==> config.mk <==
export PLATFORM = sky130hd
export DESIGN_NAME = fram_xfer_ctrl
export DESIGN_NICKNAME = d
export VERILOG_FILES = /design/src/rtl/fram_pkg.sv /design/src/rtl/fram_rec_map.sv /design/src/rtl/fram_spi_byte.sv /design/src/rtl/fram_xfer_ctrl.sv
export SDC_FILE = /design/constraint.sdc
export NUM_CORES = 1
export LEC_CHECK = 0
export BUFFER_PORTS_ARGS = -buffer_cell sky130_fd_sc_hd__buf_2
export CAP_MARGIN = 20
export CORE_MARGIN = 4
export CORE_UTILIZATION = 53
export CTS_CLUSTER_DIAMETER = 80
export DETAILED_ROUTE_END_ITERATION = 8
export GPL_ROUTABILITY_DRIVEN = 1
export GPL_TIMING_DRIVEN = 0
export PLACE_DENSITY = 0.75
export SLEW_MARGIN = 10
export SYNTH_ARGS = -nofsm -noshare
export SYNTH_HDL_FRONTEND = slang
export SYNTH_SLANG_ARGS = --single-unit
==> constraint.sdc <==
create_clock -name clk -period 2.2 [get_ports clk]
set_input_delay 0.22 -clock clk [delete_from_list [all_inputs] [get_ports clk]]
set_output_delay 0.22 -clock clk [all_outputs]
set_load 0.02 [all_outputs]
==> src/rtl/fram_pkg.sv <==
package fram_pkg;
  localparam logic [7:0] CMD_WREN  = 8'h06;
  localparam logic [7:0] CMD_WRITE = 8'h02;
  localparam logic [7:0] CMD_READ  = 8'h03;
  localparam logic [31:0] MEM_LIMIT = 32'h0003_FFFF;
  localparam int ADDR_W = 22;

  typedef enum logic [3:0] {
    ST_IDLE, ST_REJECT, ST_WREN, ST_GAP, ST_CMD,
    ST_ADH, ST_ADM, ST_ADL, ST_PAY, ST_RDOUT, ST_TAIL
  } xfer_st_e;
endpackage

==> src/rtl/fram_rec_map.sv <==
module fram_rec_map #(
  parameter int NUM_REC = 4,
  parameter int LEN_W = 20,
  parameter int IDX_W = 3,
  parameter logic [NUM_REC*LEN_W-1:0] REC_LENS = '0
) (
  input  logic                       clk,
  input  logic                       rst_n,
  input  logic [IDX_W-1:0]           idx,
  output logic                       idx_ok,
  output logic [fram_pkg::ADDR_W-1:0] base,
  output logic [LEN_W-1:0]           len,
  output logic                       cfg_err
);
  import fram_pkg::*;

  logic [31:0] run [NUM_REC+1];
  logic [NUM_REC:0] over;

  assign run[0]  = '0;
  assign over[0] = 1'b0;
  for (genvar g = 0; g < NUM_REC; g++) begin : g_sum
    assign run[g+1]  = run[g] + 32'(REC_LENS[g*LEN_W +: LEN_W]);
    assign over[g+1] = run[g+1] > MEM_LIMIT;
  end

  always_comb begin
    base   = '0;
    len    = '0;
    idx_ok = 1'b0;
    for (int i = 0; i < NUM_REC; i++) begin
      if (idx == IDX_W'(i)) begin
        base   = run[i][ADDR_W-1:0];
        len    = REC_LENS[i*LEN_W +: LEN_W];
        idx_ok = 1'b1;
      end
    end
  end

  always_ff @(posedge clk or negedge rst_n) begin
    if (!rst_n) cfg_err <= 1'b0;
    else        cfg_err <= |over;
  end
endmodule

==> src/rtl/fram_spi_byte.sv <==
module fram_spi_byte #(
  parameter int SCK_DIV = 2
) (
  input  logic       clk,
  input  logic       rst_n,
  input  logic       start,
  input  logic [7:0] tx,
  output logic       busy,
  output logic       done,
  output logic [7:0] rx,
  output logic       sck,
  output logic       mosi,
  input  logic       miso
);
  localparam int DIV_W = $clog2(SCK_DIV) + 1;

  logic [DIV_W-1:0] div_cnt;
  logic [2:0]       bit_cnt;
  logic [7:0]       sh;

  assign mosi = sh[7];

  always_ff @(posedge clk or negedge rst_n) begin
    if (!rst_n) begin
      busy <= 1'b0; done <= 1'b0; rx <= '0; sck <= 1'b0;
      div_cnt <= '0; bit_cnt <= '0; sh <= '0;
    end else begin
      done <= 1'b0;
      if (start && !busy) begin
        busy <= 1'b1; sh <= tx; div_cnt <= '0; bit_cnt <= '0; sck <= 1'b0;
      end else if (busy) begin
        if (div_cnt == DIV_W'(SCK_DIV - 1)) begin
          div_cnt <= '0;
          if (!sck) begin
            sck <= 1'b1;
            rx  <= {rx[6:0], miso};
          end else begin
            sck <= 1'b0;
            if (bit_cnt == 3'd7) begin
              busy <= 1'b0;
              done <= 1'b1;
            end else begin
              bit_cnt <= bit_cnt + 3'd1;
              sh      <= {sh[6:0], 1'b0};
            end
          end
        end else begin
          div_cnt <= div_cnt + DIV_W'(1);
        end
      end
    end
  end

  assert_mosi_steady_R8: assert property (@(posedge clk) disable iff (!rst_n)
    sck |-> $stable(mosi));
  assert_sck_only_busy_R8: assert property (@(posedge clk) disable iff (!rst_n)
    !busy |-> !sck);
endmodule

==> src/rtl/fram_xfer_ctrl.sv <==
module fram_xfer_ctrl #(
  parameter int NUM_REC = 4,
  parameter int LEN_W = 20,
  parameter logic [NUM_REC*LEN_W-1:0] REC_LENS = {20'd4, 20'd2, 20'd5, 20'd3},
  parameter int CLK_MHZ = 200,
  parameter int GAP_US = 5,
  parameter int SCK_DIV = 2,
  localparam int IDX_W = $clog2(NUM_REC) + 1
) (
  input  logic             clk,
  input  logic             rst_n,
  input  logic             req_valid,
  output logic             req_ready,
  input  logic             req_write,
  input  logic [IDX_W-1:0] req_idx,
  output logic             done,
  output logic             done_ok,
  output logic             cfg_err,
  input  logic             lock_free,
  output logic             lock_hold,
  input  logic [7:0]       wr_data,
  input  logic             wr_valid,
  output logic             wr_ready,
  output logic [7:0]       rd_data,
  output logic             rd_valid,
  input  logic             rd_ready,
  output logic             spi_sck,
  output logic             spi_cs_n,
  output logic             spi_mosi,
  input  logic             spi_miso
);
  import fram_pkg::*;

  localparam int GAP_CYC = CLK_MHZ * GAP_US;
  localparam int GAP_W = $clog2(GAP_CYC + 1);

  xfer_st_e st, nxt;
  logic              is_wr, launched, cs_n_q, lock_q, done_q, ok_q, rd_valid_q;
  logic [ADDR_W-1:0] base_q, map_base;
  logic [LEN_W-1:0]  len_q, cnt, map_len;
  logic [GAP_W-1:0]  gap_cnt;
  logic [7:0]        rd_data_q, eng_tx, eng_rx;
  logic              map_idx_ok, eng_start, eng_busy, eng_done, wr_ready_c, last;

  fram_rec_map #(.NUM_REC(NUM_REC), .LEN_W(LEN_W), .IDX_W(IDX_W), .REC_LENS(REC_LENS)) u_map (
    .clk(clk), .rst_n(rst_n), .idx(req_idx), .idx_ok(map_idx_ok),
    .base(map_base), .len(map_len), .cfg_err(cfg_err));

  fram_spi_byte #(.SCK_DIV(SCK_DIV)) u_eng (
    .clk(clk), .rst_n(rst_n), .start(eng_start), .tx(eng_tx), .busy(eng_busy),
    .done(eng_done), .rx(eng_rx), .sck(spi_sck), .mosi(spi_mosi), .miso(spi_miso));

  assign last = (cnt == len_q - LEN_W'(1));

  function automatic logic in_frame(xfer_st_e s);
    return (s == ST_WREN) || (s == ST_CMD) || (s == ST_ADH) || (s == ST_ADM) ||
           (s == ST_ADL) || (s == ST_PAY) || (s == ST_RDOUT);
  endfunction

  always_comb begin
    nxt = st;
    eng_start = 1'b0;
    eng_tx = 8'h00;
    wr_ready_c = 1'b0;
    case (st)
      ST_IDLE:
        if (req_valid)
          nxt = (lock_free && !cfg_err && map_idx_ok) ? (req_write ? ST_WREN : ST_CMD) : ST_REJECT;
      ST_REJECT: nxt = ST_IDLE;
      ST_WREN: begin
        eng_tx = CMD_WREN; eng_start = !launched;
        if (launched && eng_done) nxt = ST_GAP;
      end
      ST_GAP: if (gap_cnt == GAP_W'(GAP_CYC - 1)) nxt = ST_CMD;
      ST_CMD: begin
        eng_tx = is_wr ? CMD_WRITE : CMD_READ; eng_start = !launched;
        if (launched && eng_done) nxt = ST_ADH;
      end
      ST_ADH: begin
        eng_tx = {2'b00, base_q[21:16]}; eng_start = !launched;
        if (launched && eng_done) nxt = ST_ADM;
      end
      ST_ADM: begin
        eng_tx = base_q[15:8]; eng_start = !launched;
        if (launched && eng_done) nxt = ST_ADL;
      end
      ST_ADL: begin
        eng_tx = base_q[7:0]; eng_start = !launched;
        if (launched && eng_done) nxt = (len_q == '0) ? ST_TAIL : ST_PAY;
      end
      ST_PAY: begin
        if (!launched) begin
          if (is_wr) begin
            wr_ready_c = 1'b1; eng_tx = wr_data; eng_start = wr_valid;
          end else begin
            eng_start = 1'b1;
          end
        end else if (eng_done) begin
          nxt = is_wr ? (last ? ST_TAIL : ST_PAY) : ST_RDOUT;
        end
      end
      ST_RDOUT: if (rd_ready) nxt = last ? ST_TAIL : ST_PAY;
      ST_TAIL: nxt = ST_IDLE;
      default: nxt = ST_IDLE;
    endcase
  end

  always_ff @(posedge clk or negedge rst_n) begin
    if (!rst_n) begin
      st <= ST_IDLE; is_wr <= 1'b0; launched <= 1'b0; cs_n_q <= 1'b1;
      lock_q <= 1'b0; done_q <= 1'b0; ok_q <= 1'b0; rd_valid_q <= 1'b0;
      base_q <= '0; len_q <= '0; cnt <= '0; gap_cnt <= '0; rd_data_q <= '0;
    end else begin
      st <= nxt;
      cs_n_q <= !in_frame(nxt);
      gap_cnt <= (st == ST_GAP) ? gap_cnt + GAP_W'(1) : '0;
      if (eng_start) launched <= 1'b1;
      else if (eng_done) launched <= 1'b0;
      if (st == ST_IDLE && req_valid) begin
        is_wr <= req_write; base_q <= map_base; len_q <= map_len; cnt <= '0;
        if (nxt != ST_REJECT) lock_q <= 1'b1;
      end
      if (st == ST_PAY && launched && eng_done) begin
        if (is_wr) cnt <= cnt + LEN_W'(1);
        else begin rd_data_q <= eng_rx; rd_valid_q <= 1'b1; end
      end
      if (st == ST_RDOUT && rd_ready) begin
        rd_valid_q <= 1'b0; cnt <= cnt + LEN_W'(1);
      end
      done_q <= (st == ST_REJECT) || (st == ST_TAIL);
      ok_q   <= (st == ST_TAIL);
      if (st == ST_TAIL) lock_q <= 1'b0;
    end
  end

  assign req_ready = (st == ST_IDLE);
  assign wr_ready  = wr_ready_c;
  assign rd_valid  = rd_valid_q;
  assign rd_data   = rd_data_q;
  assign spi_cs_n  = cs_n_q;
  assign lock_hold = lock_q;
  assign done      = done_q;
  assign done_ok   = ok_q;

  assert_cs_needs_lock_R7: assert property (@(posedge clk) disable iff (!rst_n)
    !spi_cs_n |-> lock_hold);
  assert_done_single_R7: assert property (@(posedge clk) disable iff (!rst_n)
    done |=> !done);
  assert_reject_quiet_R6: assert property (@(posedge clk) disable iff (!rst_n)
    (req_valid && req_ready && !lock_free) |=> (!lock_hold && spi_cs_n));
  assert_cfg_reject_R3: assert property (@(posedge clk) disable iff (!rst_n)
    (cfg_err && req_valid && req_ready) |=> !lock_hold);
  assert_sck_idle_R8: assert property (@(posedge clk) disable iff (!rst_n)
    spi_cs_n |-> !spi_sck);
  assert_wr_wait_R9: assert property (@(posedge clk) disable iff (!rst_n)
    wr_ready |-> (!spi_cs_n && !spi_sck));
  assert_rd_hold_R9: assert property (@(posedge clk) disable iff (!rst_n)
    (rd_valid && !rd_ready) |=> (rd_valid && $stable(rd_data) && !spi_sck));
  assert_start_idle_engine_R8: assert property (@(posedge clk) disable iff (!rst_n)
    eng_start |-> !eng_busy);
endmodule

==> flow_summary.html, run 1 <==
<table>
<tr><th>Metric</th><th>Value</th></tr>
<tr><th colspan="2">Placed design</th></tr>
<tr><td>Area after detailed placement</td><td>0.00416 mm2</td></tr>
<tr><td>Post-Place Worst Slack</td><td>-0.222 ns</td></tr>
<tr><td>Final Wtd Congestion</td><td>0.820</td></tr>
<tr><td>Placed instance count</td><td>500</td></tr>
<tr><td>Dpl hpwl</td><td>5440 um</td></tr>
<tr><td>Port buffer count</td><td>35</td></tr>
<tr><th colspan="2">Floorplan</th></tr>
<tr><td>Number of placed I/O pins</td><td>37</td></tr>
<tr><td>Height of the die</td><td>93.0 um</td></tr>
<tr><td>Row count</td><td>30</td></tr>
<tr><td>Overall die area</td><td>0.00865 mm2</td></tr>
<tr><td>Die X-Extent</td><td>93.0 um</td></tr>
<tr><td>Starting density of the core</td><td>0.555</td></tr>
<tr><td>Area of the core</td><td>0.00691 mm2</td></tr>
<tr><th colspan="2">Worst setup path</th></tr>
<tr><td>Slack of the worst reg-to-reg path</td><td>-0.05 ns</td></tr>
<tr><td>Cell breakdown of the critical path</td><td>buf_4 &gt; buf_4 &gt; or3_1 &gt; nor4b_1 &gt; a21oi_1 &gt; nor3b_2 &gt; a311o_1 &gt; a211oi_2</td></tr>
<tr><td>Critical path origin</td><td>len_q[0]</td></tr>
<tr><td>Top cell family by delay on the critical path</td><td>compound AO/OA/AOI/OAI gates</td></tr>
<tr><td>Total number of cells along the worst setup path</td><td>8</td></tr>
<tr><td>Worst r2r dst</td><td>spi_cs_n</td></tr>
<tr><td>Cell with the biggest individual delay on the critical path</td><td>sky130_fd_sc_hd__dfrtp_1</td></tr>
<tr><td>Highest fanout seen on the critical path</td><td>2</td></tr>
<tr><td>Critical register-to-register path startpoint</td><td>len_q[0]</td></tr>
<tr><td>Critical path data required time</td><td>2.46 ns</td></tr>
<tr><td>R2R cell count</td><td>8</td></tr>
<tr><td>Crit-path max cell delay</td><td>0.41 ns</td></tr>
<tr><td>Most used cell along the critical path</td><td>sky130_fd_sc_hd__buf_4</td></tr>
<tr><td>CP endpoint kind</td><td>flip-flop</td></tr>
<tr><td>Worst EP arrival</td><td>2.51 ns</td></tr>
<tr><td>Number of buffer and inverter stages on the critical path</td><td>2</td></tr>
<tr><td>Last element of the critical path</td><td>spi_cs_n</td></tr>
<tr><td>Critical setup path kind</td><td>flip-flop to flip-flop</td></tr>
<tr><td>Element type at the critical path start</td><td>flip-flop</td></tr>
<tr><th colspan="2">CTS</th></tr>
<tr><td>Max clock buf depth</td><td>2</td></tr>
<tr><td>Later-pin clock latency in the skew report</td><td>0.36 ns</td></tr>
<tr><td>CTS sink count</td><td>78</td></tr>
<tr><td>CTS Buf Count</td><td>9</td></tr>
<tr><td>Deepest level of the CTS H-tree</td><td>3</td></tr>
<tr><td>Clock slew at the register clock pins of the worst setup and hold paths</td><td>0.09 ns</td></tr>
<tr><td>CTS Root Buffer Type</td><td>sky130_fd_sc_hd__clkbuf_8</td></tr>
<tr><td>Clock tree from TritonCTS</td><td>built</td></tr>
<tr><th colspan="2">Synthesis</th></tr>
<tr><td>Number of distinct library cell variants in the gate-level netlist after synthesis</td><td>62</td></tr>
<tr><td>Async set-or-reset flop fraction in the synthesized netlist</td><td>1.00</td></tr>
<tr><td>Synth warn</td><td>0</td></tr>
<tr><td>Post-synth net total</td><td>394</td></tr>
<tr><td>Avg Synthesized Cell Area</td><td>10.4 um2</td></tr>
<tr><td>Post-synthesis cell area</td><td>0.00383 mm2</td></tr>
<tr><td>Number of instances in the synthesized netlist</td><td>368</td></tr>
<tr><td>Sequential cell area fraction in the yosys report</td><td>0.510</td></tr>
<tr><td>Number of synthesized flops with an enable pin</td><td>0</td></tr>
<tr><td>Total of flip-flops plus latches after synthesis</td><td>78</td></tr>
<tr><td>Leading register cell type out of synthesis</td><td>sky130_fd_sc_hd__dfrtp_1</td></tr>
<tr><th colspan="2">Layout</th></tr>
<tr><td>Number of cells in the finished layout apart from fillers</td><td>520</td></tr>
<tr><td>Layout-stage area growth over the synthesis result</td><td>15.4%</td></tr>
<tr><td>Final cell area excluding filler cells</td><td>0.00442 mm2</td></tr>
<tr><td>Most common library cell in the layout ignoring fill and taps</td><td>sky130_fd_sc_hd__dfrtp_1</td></tr>
<tr><td>Inserted Diodes</td><td>0</td></tr>
<tr><td>Post-layout util</td><td>0.640</td></tr>
<tr><td>Layout cells sized above 1</td><td>0.241</td></tr>
<tr><td>Commonest cells after routing, fill and taps aside</td><td>77 x sky130_fd_sc_hd__dfrtp_1, 39 x sky130_fd_sc_hd__buf_2, 36 x sky130_fd_sc_hd__nand2_1</td></tr>
<tr><td>Nets</td><td>445</td></tr>
<tr><th colspan="2">STA</th></tr>
<tr><td>Period Utilization, post-route</td><td>1.02</td></tr>
<tr><td>RSZ-0062 raised after global routing</td><td>yes</td></tr>
<tr><td>Total of endpoints with negative setup slack in the final report</td><td>1</td></tr>
<tr><td>Final Worst Setup Slack</td><td>-0.0526 ns</td></tr>
<tr><td>Number of hold-slack violations in the final timing report</td><td>0</td></tr>
<tr><td>Slew at the pin closest to its max-slew limit</td><td>0.665 ns</td></tr>
<tr><td>Worst slew margin relative to its limit</td><td>0.554</td></tr>
<tr><td>Final max-slew violation count</td><td>0</td></tr>
<tr><td>Clock period minus final worst setup slack</td><td>2.25 ns</td></tr>
<tr><td>Largest clock skew in the final design</td><td>0.00922 ns</td></tr>
<tr><td>Achievable clock frequency</td><td>444 MHz</td></tr>
<tr><td>Post-route worst hold slack</td><td>0.0822 ns</td></tr>
<tr><th colspan="2">Drt</th></tr>
<tr><td>Via density per instance</td><td>5.62</td></tr>
<tr><td>Pre-Repair DR Iteration Count</td><td>4</td></tr>
<tr><td>First-iteration detailed-routing DRC count</td><td>123</td></tr>
<tr><td>Average wire per standard cell</td><td>14.5 um</td></tr>
<tr><td>Antenna-violating nets left</td><td>0</td></tr>
<tr><td>Vias post-DR</td><td>2923</td></tr>
<tr><td>Remaining DRCs</td><td>0</td></tr>
<tr><td>Final WL</td><td>7540 um</td></tr>
<tr><th colspan="2">Flow run</th></tr>
<tr><td>Reported max-cap violation count</td><td>0</td></tr>
<tr><th colspan="2">Global routing</th></tr>
<tr><td>Number of antenna violations at the first check in global routing</td><td>0</td></tr>
<tr><td>Aggregate global routing overflow</td><td>0</td></tr>
<tr><td>Via count of the first global-routing pass</td><td>2687</td></tr>
<tr><td>Pin count of the biggest net entering global routing</td><td>51</td></tr>
<tr><td>Global Route Usage Sum</td><td>0.187</td></tr>
<tr><td>Global-route wire length before repair</td><td>12800 um</td></tr>
<tr><th colspan="2">Outcome</th></tr>
<tr><td>Violations in the final reports</td><td>setup timing</td></tr>
<tr><td>Outcome</td><td>complete, but fails checks</td></tr>
<tr><th colspan="2">Pwr</th></tr>
<tr><td>Maximum VDD drop</td><td>429 uV</td></tr>
<tr><td>Reported leakage power</td><td>0.00207 uW</td></tr>
<tr><td>Cell area power density</td><td>571 mW/mm2</td></tr>
<tr><th colspan="2">Hold path</th></tr>
<tr><td>Worst min-delay path class</td><td>input port to flip-flop</td></tr>
</table>
-- cells by family (layout without fill, tap and decap cells) --
group	after synthesis	after routing	synth area share
flip-flops	78	78	0.510
other	1	1	0.000979
AO/OA/AOI/OAI	68	68	0.114
AND/OR/NAND/NOR	149	149	0.214
adder cells (fa/ha/maj)	7	7	0.0229
multiplexers	29	29	0.0813
buffers and inverters	24	80	0.0304
XOR/XNOR	12	12	0.0274
-- layer usage --
metal	global-route usage	vias up	share of wire
met4	0.0696	0	0.014
met5	0	-	0
met2	0.287	52	0.46
met1	0.264	1427	0.49
li1	-	1434	-
met3	0.0370	10	0.037
-- sequential cells by signal, summed over array words and instances, names as in the netlist --
name / flops
cnt: 20
gap_cnt: 10
rd_data: 8
u_eng.rx: 8
u_eng.sh: 8
st: 4
base_q: 3
u_eng.bit_cnt: 3
len_q: 2
u_eng.div_cnt: 2
done: 1
done_ok: 1
is_wr: 1
launched: 1
lock_hold: 1
rd_valid: 1
spi_cs_n: 1
u_eng.busy: 1
u_eng.done: 1
u_eng.sck: 1
-- through the flow --
stage               total power, uW  TNS (ns)
global placement               1530    -0.242
finish                         2520   -0.0526
detailed placement             1540    -0.245
floorplan                      1480         0
CTS                            2560  -0.00991
global route                   2620    -0.152
-- what timing repair did --
item / in CTS / in global routing
hold buffers: 1 / 0
pin swaps: 3 / 8
setup endpoints to repair: 3 / 3
buffers inserted: 1 / 3
hold endpoints to repair: 28 / 0
resized for setup: 5 / 5
-- cells in the mapped netlist, types with 7 or more instances --
library cell	n	area, um2
sky130_fd_sc_hd__o21ai_1	9	45.0
sky130_fd_sc_hd__nand3_1	27	135
sky130_fd_sc_hd__a21oi_1	12	60.1
sky130_fd_sc_hd__nor2_1	26	97.6
sky130_fd_sc_hd__nand2_1	36	135
sky130_fd_sc_hd__nand4_1	7	43.8
sky130_fd_sc_hd__dfrtp_1	77	1930
sky130_fd_sc_hd__inv_1	7	26.3
sky130_fd_sc_hd__and3_1	12	75.1
sky130_fd_sc_hd__o21ai_0	23	115
sky130_fd_sc_hd__mux2_2	17	191
sky130_fd_sc_hd__mux2i_1	12	120
sky130_fd_sc_hd__ha_1	7	87.6
-- report_power, final --
| part | switching [uW] | internal [uW] |
|---|---|---|
| clock | 576 | 435 |
| sequential | 4.98 | 1440 |
| combinational | 41.0 | 26.5 |
| total | 622 | 1900 |
-- worst min-delay path by stage --
stage	startpoint	end	slack (ns)	cells past startpoint
after floorplan	rst_n	base_q[0]	-0.08	0
after global placement	rd_ready	rd_valid	0.44	2
after detailed placement	rst_n	gap_cnt[7]	0.18	1
after CTS	rd_ready	rd_valid	0.06	2
after global routing	rd_ready	rd_valid	0.07	2
final	rd_ready	rd_valid	0.08	2
-- layout make-up --
class	count	area [um2]
buffer	16	86.3
clock buffer	9	124
clock inverter	7	62.6
fill	594	2480
inverter	7	26.3
multi-input combinational	266	1800
sequential	78	1950
tap	96	120
timing repair buffer	41	245
No activity file was read; power rests on OpenSTA's default activity.
==> run 2, diff against run 1 <==
- CELL_PAD_IN_SITES_DETAIL_PLACEMENT: default -> 0
- CELL_PAD_IN_SITES_GLOBAL_PLACEMENT: default -> 1
- CORE_UTILIZATION: 53 -> 42
- HOLD_SLACK_MARGIN: default -> 0.08
- PLACE_DENSITY: 0.75 -> default
- PLACE_DENSITY_LB_ADDON: default -> 0.1
==> flow_summary.html, run 2 (same netlist as run 1, synthesis figures left out) <==
<table>
<tr><th>Metric</th><th>Value</th></tr>
<tr><th colspan="2">Floorplan</th></tr>
<tr><td>Die X-Extent</td><td>104 um (+11%)</td></tr>
<tr><td>Row count</td><td>34 (+13%)</td></tr>
<tr><td>Height of the die</td><td>104 um (+11%)</td></tr>
<tr><td>Overall die area</td><td>0.0107 mm2 (+24%)</td></tr>
<tr><td>Starting density of the core</td><td>0.435 (-0.120)</td></tr>
<tr><td>Number of placed I/O pins</td><td>37 (unchanged)</td></tr>
<tr><td>Area of the core</td><td>0.00881 mm2 (+28%)</td></tr>
<tr><th colspan="2">Layout</th></tr>
<tr><td>Commonest cells after routing, fill and taps aside</td><td>77 x sky130_fd_sc_hd__dfrtp_1, 39 x sky130_fd_sc_hd__buf_2, 36 x sky130_fd_sc_hd__nand2_1</td></tr>
<tr><td>Biggest regs</td><td>cnt: 20 flops, gap_cnt: 10 flops</td></tr>
<tr><td>Layout-stage area growth over the synthesis result</td><td>15.7%</td></tr>
<tr><td>Post-layout util</td><td>0.503 (-0.137)</td></tr>
<tr><td>Most common library cell in the layout ignoring fill and taps</td><td>sky130_fd_sc_hd__dfrtp_1</td></tr>
<tr><td>Nets</td><td>445 (unchanged)</td></tr>
<tr><td>Top reg by flops</td><td>cnt</td></tr>
<tr><td>Largest register FFs</td><td>20 (unchanged)</td></tr>
<tr><td>Inserted Diodes</td><td>0 (unchanged)</td></tr>
<tr><td>Layout cells sized above 1</td><td>0.236 (-0.00472)</td></tr>
<tr><th colspan="2">Worst setup path</th></tr>
<tr><td>Critical path origin</td><td>len_q[0]</td></tr>
<tr><td>Last element of the critical path</td><td>spi_cs_n</td></tr>
<tr><td>CP endpoint kind</td><td>flip-flop</td></tr>
<tr><td>Element type at the critical path start</td><td>flip-flop</td></tr>
<tr><td>Critical register-to-register path startpoint</td><td>len_q[0]</td></tr>
<tr><td>Critical setup path kind</td><td>flip-flop to flip-flop</td></tr>
<tr><td>R2R cell count</td><td>9 (+1)</td></tr>
<tr><td>Highest fanout seen on the critical path</td><td>4 (+2)</td></tr>
<tr><td>Worst r2r dst</td><td>spi_cs_n</td></tr>
<tr><td>Slack of the worst reg-to-reg path</td><td>0.01 ns (+0.07 ns)</td></tr>
<tr><td>Critical path data required time</td><td>2.47 ns (about the same)</td></tr>
<tr><td>Worst EP arrival</td><td>2.45 ns (-0.06 ns)</td></tr>
<tr><th colspan="2">STA</th></tr>
<tr><td>Final Worst Setup Slack</td><td>0.0146 ns (+0.0672 ns)</td></tr>
<tr><td>Final max-slew violation count</td><td>0 (unchanged)</td></tr>
<tr><td>RSZ-0062 raised after global routing</td><td>yes</td></tr>
<tr><td>Final total negative setup slack</td><td>0 ns (+0.0526 ns)</td></tr>
<tr><td>Period Utilization, post-route</td><td>0.993 (-0.0305)</td></tr>
<tr><td>Achievable clock frequency</td><td>458 MHz (+3.1%)</td></tr>
<tr><td>Number of hold-slack violations in the final timing report</td><td>0 (unchanged)</td></tr>
<tr><td>Slew at the pin closest to its max-slew limit</td><td>0.662 ns (-0.00339 ns)</td></tr>
<tr><td>Largest clock skew in the final design</td><td>0.0130 ns (+0.00373 ns)</td></tr>
<tr><td>Worst slew margin relative to its limit</td><td>0.556 (+0.00228)</td></tr>
<tr><td>Clock period minus final worst setup slack</td><td>2.19 ns (-0.0672 ns)</td></tr>
<tr><td>Post-route worst hold slack</td><td>0.0956 ns (+0.0134 ns)</td></tr>
<tr><td>Total of endpoints with negative setup slack in the final report</td><td>0 (-1)</td></tr>
<tr><th colspan="2">Placed design</th></tr>
<tr><td>Post-Place Worst Slack</td><td>-0.191 ns (+0.0311 ns)</td></tr>
<tr><td>Port buffer count</td><td>35 (unchanged)</td></tr>
<tr><td>Final Wtd Congestion</td><td>0.775 (-5.5%)</td></tr>
<tr><td>Dpl hpwl</td><td>5650 um (+4.0%)</td></tr>
<tr><th colspan="2">Drt</th></tr>
<tr><td>Vias post-DR</td><td>2879 (-1.5%)</td></tr>
<tr><td>First-iteration detailed-routing DRC count</td><td>131 (+6.5%)</td></tr>
<tr><td>Pre-Repair DR Iteration Count</td><td>4 (unchanged)</td></tr>
<tr><td>Via density per instance</td><td>5.41 (-3.7%)</td></tr>
<tr><td>Average wire per standard cell</td><td>14.8 um (+2.2%)</td></tr>
<tr><td>Final WL</td><td>7880 um (+4.5%)</td></tr>
<tr><td>Antenna-violating nets left</td><td>0 (unchanged)</td></tr>
<tr><td>Remaining DRCs</td><td>0 (unchanged)</td></tr>
<tr><th colspan="2">CTS</th></tr>
<tr><td>Max clock buf depth</td><td>2 (unchanged)</td></tr>
<tr><td>Clock slew at the register clock pins of the worst setup and hold paths</td><td>0.09 ns (about the same)</td></tr>
<tr><td>Deepest level of the CTS H-tree</td><td>3 (unchanged)</td></tr>
<tr><td>CTS sink count</td><td>78 (unchanged)</td></tr>
<tr><td>Clock tree from TritonCTS</td><td>built</td></tr>
<tr><td>CTS Buf Count</td><td>9 (unchanged)</td></tr>
<tr><td>Later-pin clock latency in the skew report</td><td>0.36 ns (about the same)</td></tr>
<tr><td>CTS Root Buffer Type</td><td>sky130_fd_sc_hd__clkbuf_8</td></tr>
<tr><th colspan="2">Global routing</th></tr>
<tr><td>Global-route wire length before repair</td><td>13600 um (+6.2%)</td></tr>
<tr><td>Aggregate global routing overflow</td><td>0 (unchanged)</td></tr>
<tr><td>Pin count of the biggest net entering global routing</td><td>53 (+3.9%)</td></tr>
<tr><td>Global Route Usage Sum</td><td>0.155 (-0.0319)</td></tr>
<tr><td>Number of antenna violations at the first check in global routing</td><td>0 (unchanged)</td></tr>
<tr><td>Via count of the first global-routing pass</td><td>2724 (+1.4%)</td></tr>
<tr><th colspan="2">Hold path</th></tr>
<tr><td>Worst min-delay path class</td><td>input port to flip-flop</td></tr>
<tr><td>Cells on Worst Hold Path</td><td>3 (+1)</td></tr>
<tr><td>Hold_sp</td><td>wr_data[4]</td></tr>
<tr><th colspan="2">Pwr</th></tr>
<tr><td>Total power of the final layout</td><td>2550 uW (+1.1%)</td></tr>
<tr><td>Maximum VDD drop</td><td>336 uV (-22%)</td></tr>
<tr><td>Reported leakage power</td><td>0.00208 uW (+0.24%)</td></tr>
<tr><td>Cell area power density</td><td>576 mW/mm2 (+0.87%)</td></tr>
<tr><th colspan="2">Flow run</th></tr>
<tr><td>Reported max-cap violation count</td><td>0 (unchanged)</td></tr>
<tr><th colspan="2">Outcome</th></tr>
<tr><td>Outcome</td><td>completed</td></tr>
</table>
[run 2: cell count changes in the layout (fill, tap and decap cells not counted)]
cell and change:
sky130_fd_sc_hd__buf_4 -1, sky130_fd_sc_hd__clkbuf_1 -1, sky130_fd_sc_hd__clkbuf_2 +1, sky130_fd_sc_hd__clkinv_4 +1
sky130_fd_sc_hd__dlygate4sd3_1 +1, sky130_fd_sc_hd__inv_6 -1, sky130_fd_sc_hd__or4_1 +2, sky130_fd_sc_hd__or4_4 -2
[run 2: power by group]
group	internal (uW)	leakage, uW	switching [uW]
sequential	1440	0.00100	4.69
clock	434	0.0000927	604
combinational	27.6	0.000982	42.0
total	1900	0.00208	650
[run 2: per-layer routing]
| layer | up-vias | GRT usage | wire, um |
|---|---|---|---|
| li1 | 1432 | - | - |
| met1 | 1374 | 0.237 | 4160 |
| met2 | 61 | 0.213 | 3210 |
| met3 | 12 | 0.0323 | 380 |
| met4 | 0 | 0.0627 | 137 |
| met5 | - | 0 | 0 |
[run 2: area by class of cell]
type                    instances  area (um2)
multi-input cells             266        1800
well taps                     108         135
inverters                       7        26.3
fillers                       828        4370
plain buffers                  16        87.6
clock inverters                 7        62.6
clock buffers                   9         124
repair buffers                 41         248
flip-flops and latches         78        1950
[run 2: metrics by stage]
step           std cells  cell area (um2)
6_report             532             4430
5_1_grt              532             4430
4_1_cts              530             4390
3_5_place_dp         512             4170
3_3_place_gp         511             4140
2_1_floorplan        368             3830
[run 2: worst min-delay path by stage]
stage	slack (ns)	end
floorplan	-0.08	base_q[0]
finish	0.1	u_eng.sh[4]
detailed placement	0.17	gap_cnt[7]
CTS	0.08	u_eng.rx[0]
global placement	0.45	rd_valid
global route	0.08	u_eng.rx[0]
[run 2: critical path, cell delays in order (launching register included)]
cell and delay [ns]:
sky130_fd_sc_hd__dfrtp_1 0.37, sky130_fd_sc_hd__inv_2 0.06, sky130_fd_sc_hd__ha_4 0.16, sky130_fd_sc_hd__ha_4 0.16
sky130_fd_sc_hd__or4_1 0.50, sky130_fd_sc_hd__mux2i_1 0.17, sky130_fd_sc_hd__nand3_1 0.11, sky130_fd_sc_hd__nor3b_2 0.24
sky130_fd_sc_hd__nor3b_2 0.08, sky130_fd_sc_hd__a211oi_2 0.25
[run 2: what timing repair did]
item / CTS / global route
pin swaps: 2 / 8
setup buffers: 1 / 2
hold endpoints to repair: 27 / 0
setup endpoints to repair: 3 / 4
hold buffers: 2 / 0
resized for setup: 2 / 8
